==> config.mk <==
export PLATFORM = sky130hd
export DESIGN_NAME = srx_unit
export DESIGN_NICKNAME = d
export VERILOG_FILES = /design/src/rtl/srx_pkg.sv /design/src/rtl/srx_shift_lane.sv /design/src/rtl/srx_rot_lane.sv /design/src/rtl/srx_flag_gen.sv /design/src/rtl/srx_unit.sv
export SDC_FILE = /design/constraint.sdc
export NUM_CORES = 1
export LEC_CHECK = 0
export ABC_CLOCK_PERIOD_IN_PS = 800
export BUFFER_PORTS_ARGS = -buffer_cell sky130_fd_sc_hd__buf_2
export CAP_MARGIN = 40
export CELL_PAD_IN_SITES_DETAIL_PLACEMENT = 0
export CELL_PAD_IN_SITES_GLOBAL_PLACEMENT = 1
export CORE_MARGIN = 10
export CORE_UTILIZATION = 35
export CTS_BUF_LIST = sky130_fd_sc_hd__clkbuf_8
export DETAILED_ROUTE_END_ITERATION = 6
export PLACE_DENSITY_LB_ADDON = 0.1
export SYNTH_ARGS = -nofsm -noshare
export SYNTH_HDL_FRONTEND = slang
export SYNTH_SLANG_ARGS = --single-unit
==> constraint.sdc <==
create_clock -name clk_i -period 0.8 [get_ports clk_i]
set_input_delay 0.16 -clock clk_i [delete_from_list [all_inputs] [get_ports clk_i]]
set_output_delay 0.16 -clock clk_i [all_outputs]
set_load 0.01 [all_outputs]
==> src/rtl/srx_pkg.sv <==
package srx_pkg;

  typedef enum logic [3:0] {
    OP_SHL  = 4'd0,
    OP_SHR  = 4'd1,
    OP_SAL  = 4'd2,
    OP_SAR  = 4'd3,
    OP_ROL  = 4'd4,
    OP_ROR  = 4'd5,
    OP_RCL  = 4'd6,
    OP_RCR  = 4'd7,
    OP_SHLD = 4'd8,
    OP_SHRD = 4'd9
  } srx_op_e;

  function automatic logic is_rotate(logic [3:0] op);
    return op == OP_ROL || op == OP_ROR || op == OP_RCL || op == OP_RCR;
  endfunction

  function automatic logic is_shift(logic [3:0] op);
    return op == OP_SHL || op == OP_SHR || op == OP_SAL || op == OP_SAR ||
           op == OP_SHLD || op == OP_SHRD;
  endfunction

endpackage

==> src/rtl/srx_shift_lane.sv <==
module srx_shift_lane
  import srx_pkg::*;
#(
  parameter int W     = 16,
  parameter int CNT_W = 8
) (
  input  logic [3:0]       op_i,
  input  logic [W-1:0]     a_i,
  input  logic [W-1:0]     b_i,
  input  logic [CNT_W-1:0] cnt_i,
  output logic [W-1:0]     res_o,
  output logic             carry_o
);

  logic is_left;
  logic [W-1:0] lo_fill, hi_fill;
  logic [2*W:0] lv, lt, rv, rt_log, rt_ar, rt;
  logic signed [2*W:0] rv_s;

  assign is_left = op_i == OP_SHL || op_i == OP_SAL || op_i == OP_SHLD;

  // left: {guard, dest, fill}; guard bit catches the last bit out
  assign lo_fill = (op_i == OP_SHLD) ? b_i : '0;
  assign lv      = {1'b0, a_i, lo_fill};
  assign lt      = lv << cnt_i;

  // right: {fill, dest, guard}
  always_comb begin
    if (op_i == OP_SAR)       hi_fill = {W{a_i[W-1]}};
    else if (op_i == OP_SHRD) hi_fill = b_i;
    else                      hi_fill = '0;
  end
  assign rv     = {hi_fill, a_i, 1'b0};
  assign rv_s   = rv;
  assign rt_log = rv >> cnt_i;
  assign rt_ar  = rv_s >>> cnt_i;
  assign rt     = (op_i == OP_SAR) ? rt_ar : rt_log;

  assign res_o   = is_left ? lt[2*W-1:W] : rt[W:1];
  assign carry_o = is_left ? lt[2*W]     : rt[0];

endmodule

==> src/rtl/srx_rot_lane.sv <==
module srx_rot_lane
  import srx_pkg::*;
#(
  parameter int W     = 16,
  parameter int CNT_W = 8
) (
  input  logic [3:0]       op_i,
  input  logic [W-1:0]     a_i,
  input  logic             cin_i,
  input  logic [CNT_W-1:0] cnt_i,
  output logic [W-1:0]     res_o,
  output logic             carry_o
);

  localparam int N = W + 1;

  logic [CNT_W-1:0] k_plain, k_ring;
  logic [2*W-1:0] pl, pr;
  logic [N-1:0]   ring, ring_out;
  logic [2*N-1:0] cl, cr;

  assign k_plain = CNT_W'(32'(cnt_i) % W);
  assign k_ring  = CNT_W'(32'(cnt_i) % N);

  assign pl = {a_i, a_i} << k_plain;
  assign pr = {a_i, a_i} >> k_plain;

  assign ring = {cin_i, a_i};
  assign cl   = {ring, ring} << k_ring;
  assign cr   = {ring, ring} >> k_ring;
  assign ring_out = (op_i == OP_RCL) ? cl[2*N-1:N] : cr[N-1:0];

  always_comb begin
    unique case (op_i)
      OP_ROL: begin
        res_o   = pl[2*W-1:W];
        carry_o = pl[W];
      end
      OP_ROR: begin
        res_o   = pr[W-1:0];
        carry_o = pr[W-1];
      end
      default: begin
        res_o   = ring_out[W-1:0];
        carry_o = ring_out[W];
      end
    endcase
  end

endmodule

==> src/rtl/srx_flag_gen.sv <==
module srx_flag_gen
  import srx_pkg::*;
#(
  parameter int WORD_W = 16
) (
  input  logic [3:0]        op_i,
  input  logic              wide_i,
  input  logic              cnt_zero_i,
  input  logic              cnt_one_i,
  input  logic [WORD_W-1:0] opa_i,
  input  logic [WORD_W-1:0] sh_res_i,
  input  logic              sh_c_i,
  input  logic [WORD_W-1:0] rt_res_i,
  input  logic              rt_c_i,
  input  logic              cf_i,
  input  logic              zf_i,
  input  logic              sf_i,
  input  logic              of_i,
  output logic [WORD_W-1:0] res_o,
  output logic              cf_o,
  output logic              zf_o,
  output logic              sf_o,
  output logic              of_o
);

  localparam int BYTE_W = WORD_W / 2;

  logic rot, shf, keep, res_msb, opa_msb;

  assign rot  = is_rotate(op_i);
  assign shf  = is_shift(op_i);
  assign keep = cnt_zero_i || !(rot || shf);

  always_comb begin
    if (keep)     res_o = opa_i;
    else if (rot) res_o = rt_res_i;
    else          res_o = sh_res_i;
  end

  assign res_msb = wide_i ? res_o[WORD_W-1] : res_o[BYTE_W-1];
  assign opa_msb = wide_i ? opa_i[WORD_W-1] : opa_i[BYTE_W-1];

  assign cf_o = keep ? cf_i : (rot ? rt_c_i : sh_c_i);
  assign zf_o = (keep || rot) ? zf_i : (res_o == '0);
  assign sf_o = (keep || rot) ? sf_i : res_msb;
  assign of_o = (!keep && cnt_one_i) ? (res_msb ^ opa_msb) : of_i;

endmodule

==> src/rtl/srx_unit.sv <==
module srx_unit
  import srx_pkg::*;
#(
  parameter int WORD_W   = 16,
  parameter int CNT_W    = 5,
  parameter int CNT_IN_W = 8
) (
  input  logic                clk_i,
  input  logic                rst_ni,
  input  logic                valid_i,
  input  logic [3:0]          op_i,
  input  logic                wide_i,
  input  logic [WORD_W-1:0]   opa_i,
  input  logic [WORD_W-1:0]   opb_i,
  input  logic [CNT_IN_W-1:0] count_i,
  input  logic                cf_i,
  input  logic                zf_i,
  input  logic                sf_i,
  input  logic                of_i,
  output logic                valid_o,
  output logic [WORD_W-1:0]   result_o,
  output logic                cf_o,
  output logic                zf_o,
  output logic                sf_o,
  output logic                of_o
);

  localparam int BYTE_W = WORD_W / 2;
  localparam logic [CNT_IN_W-1:0] CNT_MASK = CNT_IN_W'((1 << CNT_W) - 1);

  logic [CNT_IN_W-1:0] cnt_m;
  logic [WORD_W-1:0]   sh_res [2];
  logic [WORD_W-1:0]   rt_res [2];
  logic [1:0]          sh_c, rt_c;
  logic [WORD_W-1:0]   opa_w, res_d;
  logic                cf_d, zf_d, sf_d, of_d;

  assign cnt_m = count_i & CNT_MASK;
  assign opa_w = wide_i ? opa_i : {{(WORD_W-BYTE_W){1'b0}}, opa_i[BYTE_W-1:0]};

  // lane 0 = byte, lane 1 = word
  for (genvar g = 0; g < 2; g++) begin : g_lane
    localparam int LW = (g == 0) ? BYTE_W : WORD_W;
    logic [LW-1:0] s_res, r_res;
    logic          s_c, r_c;

    srx_shift_lane #(.W(LW), .CNT_W(CNT_IN_W)) i_shift (
      .op_i   (op_i),
      .a_i    (opa_i[LW-1:0]),
      .b_i    (opb_i[LW-1:0]),
      .cnt_i  (cnt_m),
      .res_o  (s_res),
      .carry_o(s_c)
    );

    srx_rot_lane #(.W(LW), .CNT_W(CNT_IN_W)) i_rot (
      .op_i   (op_i),
      .a_i    (opa_i[LW-1:0]),
      .cin_i  (cf_i),
      .cnt_i  (cnt_m),
      .res_o  (r_res),
      .carry_o(r_c)
    );

    assign sh_res[g] = WORD_W'(s_res);
    assign rt_res[g] = WORD_W'(r_res);
    assign sh_c[g]   = s_c;
    assign rt_c[g]   = r_c;
  end

  srx_flag_gen #(.WORD_W(WORD_W)) i_flags (
    .op_i      (op_i),
    .wide_i    (wide_i),
    .cnt_zero_i(cnt_m == '0),
    .cnt_one_i (cnt_m == CNT_IN_W'(1)),
    .opa_i     (opa_w),
    .sh_res_i  (sh_res[wide_i]),
    .sh_c_i    (sh_c[wide_i]),
    .rt_res_i  (rt_res[wide_i]),
    .rt_c_i    (rt_c[wide_i]),
    .cf_i      (cf_i),
    .zf_i      (zf_i),
    .sf_i      (sf_i),
    .of_i      (of_i),
    .res_o     (res_d),
    .cf_o      (cf_d),
    .zf_o      (zf_d),
    .sf_o      (sf_d),
    .of_o      (of_d)
  );

  always_ff @(posedge clk_i or negedge rst_ni) begin
    if (!rst_ni) begin
      valid_o  <= 1'b0;
      result_o <= '0;
      cf_o     <= 1'b0;
      zf_o     <= 1'b0;
      sf_o     <= 1'b0;
      of_o     <= 1'b0;
    end else begin
      valid_o <= valid_i;
      if (valid_i) begin
        result_o <= res_d;
        cf_o     <= cf_d;
        zf_o     <= zf_d;
        sf_o     <= sf_d;
        of_o     <= of_d;
      end
    end
  end

  p_valid_rise_r12: assert property (@(posedge clk_i) disable iff (!rst_ni)
    valid_i |=> valid_o);

  p_valid_idle_r12: assert property (@(posedge clk_i) disable iff (!rst_ni)
    !valid_i |=> !valid_o);

  p_zero_count_r8: assert property (@(posedge clk_i) disable iff (!rst_ni)
    valid_i && wide_i && (count_i[CNT_W-1:0] == '0) |=>
      result_o == $past(opa_i) && cf_o == $past(cf_i) && zf_o == $past(zf_i) &&
      sf_o == $past(sf_i) && of_o == $past(of_i));

  p_of_kept_r9: assert property (@(posedge clk_i) disable iff (!rst_ni)
    valid_i && (count_i[CNT_W-1:0] > CNT_W'(1)) |=> of_o == $past(of_i));

  p_rot_keeps_zs_r10: assert property (@(posedge clk_i) disable iff (!rst_ni)
    valid_i && is_rotate(op_i) |=> zf_o == $past(zf_i) && sf_o == $past(sf_i));

  p_byte_upper_zero_r11: assert property (@(posedge clk_i) disable iff (!rst_ni)
    valid_i && !wide_i |=> result_o[WORD_W-1:BYTE_W] == '0);

  p_sar_sign_r3: assert property (@(posedge clk_i) disable iff (!rst_ni)
    valid_i && wide_i && op_i == OP_SAR |=> result_o[WORD_W-1] == $past(opa_i[WORD_W-1]));

endmodule

======== Word level (Yosys, flattened, before mapping) ========
Index checks and enable logic that the tools add are counted.
storage, ports and cells
  bits in registers ....................... 21
  output and inout port bits .............. 21
operators by class
  div/mod/pow operators ................... 2
  order comparisons ....................... 2
  equality and inequality tests ........... 10
  shifts and indexed selects .............. 14
  multiplexer cells ....................... 38
  bitwise logic cells ..................... 2
  reduce and logical (&&, ||, !) cells .... 19
operators with widths
  cell                                                                      count
  16-bit two-way mux                                                        13
  17-bit two-way mux                                                        2
  34-bit by 8-bit left shift with 34-bit output                             1
  34-bit by 8-bit >> shifter with 17-bit output                             1
  32-bit by 5-bit left shift with 33-bit output                             1
  33-bit by 5-bit >> shifter with 17-bit output                             1
  33-bit by 5-bit >>> shifter with 17-bit output                            1
  5-bit by 4-bit remainder unit with 32-bit output (second input constant)  1
  5-bit by 5-bit remainder unit with 32-bit output (second input constant)  1
  8-bit two-way mux                                                         4
  16-bit one-hot mux with 2 select lines                                    1
  32-bit by 4-bit left shift with 32-bit output                             1
  32-bit by 4-bit >> shifter with 16-bit output                             1
  9-bit two-way mux                                                         2
  18-bit by 8-bit left shift with 18-bit output                             1
  18-bit by 8-bit >> shifter with 9-bit output                              1
  16-bit by 5-bit left shift with 17-bit output                             1
  17-bit by 5-bit >> shifter with 9-bit output                              1
  17-bit by 5-bit >>> shifter with 9-bit output                             1
  4-bit by 3-bit equality test with 1-bit output (second input constant)    4
  16-bit logical NOT                                                        1
  8-bit one-hot mux with 2 select lines                                     1
  16-bit by 3-bit left shift with 16-bit output                             1
  16-bit by 3-bit >> shifter with 8-bit output                              1
  15 further kinds                                                          43

======== Depth between registers and ports, before layout ========
  depth in word-level cells ............... 14
  depth in mapped cells ................... 25

======== Hierarchy ========
Synthesis repeated with hierarchy kept, for this count alone.
second synthesis, totals
  cell total of the unflattened synthesis .. 2671
  area, all modules ....................... 18721.7 sq um
modules (own cells, without submodules)
  module                               times used  cells each  area an instance (sq um)  sequential area each (sq um)
  srx_rot_lane at g_lane[1].i_rot      1           1001        6648.9                    0.0
  srx_shift_lane at g_lane[1].i_shift  1           602         4296.6                    0.0
  srx_rot_lane at g_lane[0].i_rot      1           620         4227.8                    0.0
  srx_shift_lane at g_lane[0].i_shift  1           270         1829.3                    0.0
  srx_unit                             1           95          1171.1                    525.5
  srx_flag_gen                         1           83          548.0                     0.0

======== Worst setup path after synthesis ========
OpenSTA, ideal clock, no wires.
  path kind ............................... input -> register
  start ................................... input port count_i[2]
  end ..................................... register zf_o
  library setup time ...................... 0.066 ns
  arrival time ............................ 5.286 ns
  setup slack ............................. -4.552 ns
  stages .................................. 23
  buffers on the path ..................... 7
  cell sequence ........................... buf_2 -> buf_2 -> inv_1 -> buf_2 -> buf_2 -> clkbuf_1 -> buf_1 -> ha_1 -> o41ai_2 -> xnor2_1 -> ha_1 -> o311ai_2 -> a211oi_4 -> mux2_2 -> buf_2 -> nor3_1 -> a211oi_1 -> a2111oi_0 -> a31oi_1 -> a31oi_1 -> o31ai_1 -> nor4b_1 -> a31o_1
between the ends
  longest elaborated chain between the ends .. 11
  elaborated cells on any way between the ends .. 37
  classes of those cells .................. 2 x div; 14 x shift; 17 x mux; 4 x reduce/logical
RTL lines
  item                                                                                                                  line                text
  start, declared                                                                                                       srx_unit.sv:15      input logic [CNT_IN_W-1:0] count_i,
  5-bit by 5-bit remainder unit with 32-bit output or 5-bit by 4-bit remainder unit with 32-bit output (tied branches)  srx_rot_lane.sv:23  assign k_ring = CNT_W'(32'(cnt_i) % N);
  34-bit by 8-bit >> shifter with 17-bit output, or another cell as far along                                           srx_rot_lane.sv:30  assign cr = {ring, ring} >> k_ring;
  17-bit two-way mux or 9-bit two-way mux (tied branches)                                                               srx_rot_lane.sv:31  assign ring_out = (op_i == OP_RCL) ? cl[2*N-1:N] : cr[N-1:0];
  16-bit one-hot mux with 2 select lines or 8-bit one-hot mux with 2 select lines (tied branches)                       srx_rot_lane.sv:34  unique case (op_i)
  16-bit two-way mux (not written as such) (3 in series)                                                                srx_unit.sv:79      .rt_res_i (rt_res[wide_i]),
  16-bit two-way mux                                                                                                    srx_flag_gen.sv:36  else if (rot) res_o = rt_res_i;
  16-bit two-way mux                                                                                                    srx_flag_gen.sv:35  if (keep) res_o = opa_i;
  16-bit logical NOT                                                                                                    srx_flag_gen.sv:44  assign zf_o = (keep || rot) ? zf_i : (res_o == '0);
  1-bit two-way mux (*)                                                                                                 srx_flag_gen.sv:44
  end signal, assigned                                                                                                  srx_unit.sv:105     zf_o <= zf_d;
  end, declared                                                                                                         srx_unit.sv:23      output logic zf_o,
Every way passes the cells marked *; elsewhere a longest branch is shown, timed or not. The select of a mux whose other input is x is not followed.
A chain may end at the register's enable or synchronous reset.

======== Worst setup path in the final report ========
  start ................................... input port count_i[1]
  end ..................................... register zf_o
Same word-level chain as after synthesis.

==> impl_metrics.env <==
export IMPL_drt_total_wl_um=90700
export IMPL_final_min_clock_period_ns=3.88
export IMPL_crit_end="zf_o"
export IMPL_rows=70
export IMPL_status="complete, but fails checks"
export IMPL_yosysUniqueCellTypes=96
export IMPL_core_area_um2=36500
export IMPL_postRouteAntennaNets=0
export IMPL_p_leak_nw=9.33
export IMPL_yosysTopAreaCell="mux2i_1"
export IMPL_fmax_mhz=258
export IMPL_fin_nets=2733
export IMPL_area_growth_pct=66.8
export IMPL_cts_tree="done"
export IMPL_clk_latency_ns=0.26
export IMPL_layout_common_cells="buf_4, nand2_1, nor2_1"
export IMPL_drc=3
export IMPL_crit_fanout=7
export IMPL_clock_sinks=21
export IMPL_fin_ws_ns=-3.08
export IMPL_syn_nets=2018
export IMPL_ys_seq_area_share_pct=4.07
export IMPL_hold_viol_final=0
export IMPL_drtIter0Drc=3236
export IMPL_setup_viol=41
export IMPL_root_buffer="clkbuf_8"
export IMPL_io_buffers=69
export IMPL_antenna_found_initial=2
export IMPL_vias=21000
export IMPL_start_util_pct=35.4
export IMPL_syn_inst=1955
export IMPL_ctsLongestPathBuffers=2
export IMPL_io_pins=73
export IMPL_die_x_um=212
export IMPL_power_mw=22.5
export IMPL_synth_top_area_share_pct=11.5
export IMPL_reg2reg_from="result_o[10]"
export IMPL_antenna_cells=0
export IMPL_hold_path_class="in -> reg"
export IMPL_violations="design-rule violations, negative setup slack"
export IMPL_final_setup_tns_ns=-59.58
export IMPL_worstReg2RegEnd="result_o[10]"
export IMPL_netlist_area_um2=12900
export IMPL_end_kind="flop"
export IMPL_crit_required_ns=0.95
export IMPL_syn_avg_cell_area_um2=6.61
export IMPL_synth_seq_cells=21
export IMPL_grt_pass1_vias=20400
export IMPL_grt_pass1_wl_um=131000
export IMPL_finalCritPeriodShare_pct=484
export IMPL_firstDrtPassIters=7
export IMPL_synthArstFlopShare_pct=100
export IMPL_viasPerCell=6.69
export IMPL_layout_commonest_cell="buf_4"
export IMPL_path_clk_slew_ns=0.08
export IMPL_power_per_cell_area_nw_per_um2=1040
export IMPL_path_class="in -> reg"
export IMPL_skew_ns=0
export IMPL_rrSetupSlack_ns=-0.15
export IMPL_wl_per_cell_um=28.9
export IMPL_rsz0062_at_grt="true"
export IMPL_htreeDepth=1
export IMPL_cp_startpoint="count_i[1]"
export IMPL_slew_headroom_pct=40.0
export IMPL_dieArea_um2=45000
export IMPL_grt_use_total_pct=38.2
export IMPL_rr_worst_depth=2
export IMPL_cts_buffers_inserted=3
export IMPL_drive_gt1_share_pct=46.8
export IMPL_yosys_top_cells_area="mux2i_1, nand2_1, nor2_1"
export IMPL_synth_edff_count=0
export IMPL_die_y_um=212
export IMPL_arrival_ns=4.03
export IMPL_max_cap_viol_count=0
export IMPL_place_congestion=1.05
export IMPL_hold_slack_ns=0.248
export IMPL_critPathLaunchType="primary input"
export IMPL_finalMaxSlewViolations=0
export IMPL_peakVddDrop_uv=673
export IMPL_synthFlopType="dfrtp_1"
export IMPL_dp_hpwl_um=71600
export IMPL_yosys_warnings=0
export IMPL_gr_total_overflow=0
export IMPL_worst_pin_slew_ns=0.891
export IMPL_grt_start_max_net_pins=103
-- area by class of cell --
class | instances | area [um^2]
Fill cell | 3460 | 15000
Multi-Input combinational cell | 1708 | 13000
Timing Repair Buffer | 917 | 7340
Tap cell | 468 | 586
Sequential cell | 21 | 526
Inverter | 19 | 76.3
Clock buffer | 3 | 41.3
Clock inverter | 1 | 5.00
-- cells by family (layout without fill, tap and decap cells) --
logic type | count (synthesis) | count (layout) | synth area share [%]
xor gates and xnor gates | 3 | 3 | 0.203
DFF | 21 | 21 | 4.07
buffers and inverters | 227 | 940 | 7.39
and+or+nand+nor | 730 | 730 | 26.7
muxes | 228 | 229 | 21.0
AOI/OAI and AO/OA | 735 | 735 | 39.6
adders and majority gates | 11 | 11 | 1.06
-- registers in the layout (all words and copies together) (netlist names) --
name,flops
zf_o,1
sf_o,1
cf_o,1
of_o,1
result_o,16
valid_o,1
-- where the power goes --
part	internal [mW]	total, mW	leakage, nW	switching (mW)
Combinational	9.19	20.4	9.05	11.3
Clock	0.347	0.706	0.0255	0.359
Sequential	1.21	1.32	0.261	0.115
-- cells in the mapped netlist (7+ instances only) --
cell / n
nand4_1: 17
a221oi_1: 18
a32oi_1: 12
a22oi_1: 21
mux2_2: 48
buf_1: 25
nor2b_1: 19
a221o_1: 9
a311oi_1: 11
o221ai_1: 19
a211oi_1: 43
o211a_1: 7
dfrtp_1: 21
nor2_1: 204
nand2b_1: 29
a2111oi_0: 10
o21ai_0: 140
o22ai_1: 39
o2111ai_1: 9
buf_2: 67
ha_1: 11
or2_2: 7
or3_1: 16
and2_1: 19
nand2_1: 222
mux2i_1: 149
nor4_1: 16
a211o_1: 18
nand3_1: 53
mux4_2: 29
clkbuf_1: 113
a31oi_1: 39
o211ai_1: 33
nor3_1: 73
o22a_1: 8
a21oi_1: 147
inv_1: 17
and3_1: 17
o21a_1: 13
a32o_1: 16
o31ai_1: 20
o311ai_0: 13
-- how the worst min path moves through the flow --
stage / from / cells after the start / endpoint / slack [ns]
after floorplan: rst_ni / 0 / cf_o / -0.14
after global placement: rst_ni / 1 / result_o[10] / 0.14
after detailed placement: rst_ni / 1 / result_o[4] / 0.15
after CTS: sf_i / 3 / sf_o / 0.23
after global routing: valid_i / 2 / valid_o / 0.27
final: sf_i / 3 / sf_o / 0.25
-- stage by stage --
stage                     instance area, um^2  instances  setup WS, ns  util [%]
after floorplan                         13400       1955         -3.53         -
after global placement                  19500       3077         -3.91      53.5
after detailed placement                19500       3077         -3.71      53.5
after CTS                               20800       3116         -2.99      57.0
after global routing                    21600       3137         -3.19      59.0
final                                   21600       3137         -3.08      59.0
-- per-layer routing --
layer	global-route usage (%)	up-vias	part of all wire, %
met2	61.0	1479	44
met5	0	-	0.013
met1	47.3	10000	38
li1	-	9061	-
met3	5.33	414	9.7
met4	25.0	2	8.4
-- worst max-delay path, cell delays in order --
cell and delay (ns):
buf_8 0.11, buf_12 0.14, ha_4 0.16, o41ai_4 0.37, xnor2_2 0.21, ha_2 0.26
o311ai_4 0.11, a211oi_4 0.28, buf_12 0.17, buf_12 0.16, mux2i_4 0.39, nor2_4 0.07
a22oi_2 0.29, a21oi_2 0.14, o41ai_2 0.22, buf_4 0.20, nand2_4 0.06, o21ai_4 0.20
nor4b_4 0.07, a31o_1 0.23
-- repair_timing --
item                                    in CTS  in global routing
gates cloned                                 3                  2
endpoints found under the hold margin       21                  0
endpoints found under the setup margin      41                 62
pin swaps                                   63                 64
hold buffers                                 1                  0
buffers inserted                            33                 22
resized for setup                          203                108
No activity file was read; power rests on OpenSTA's default activity.
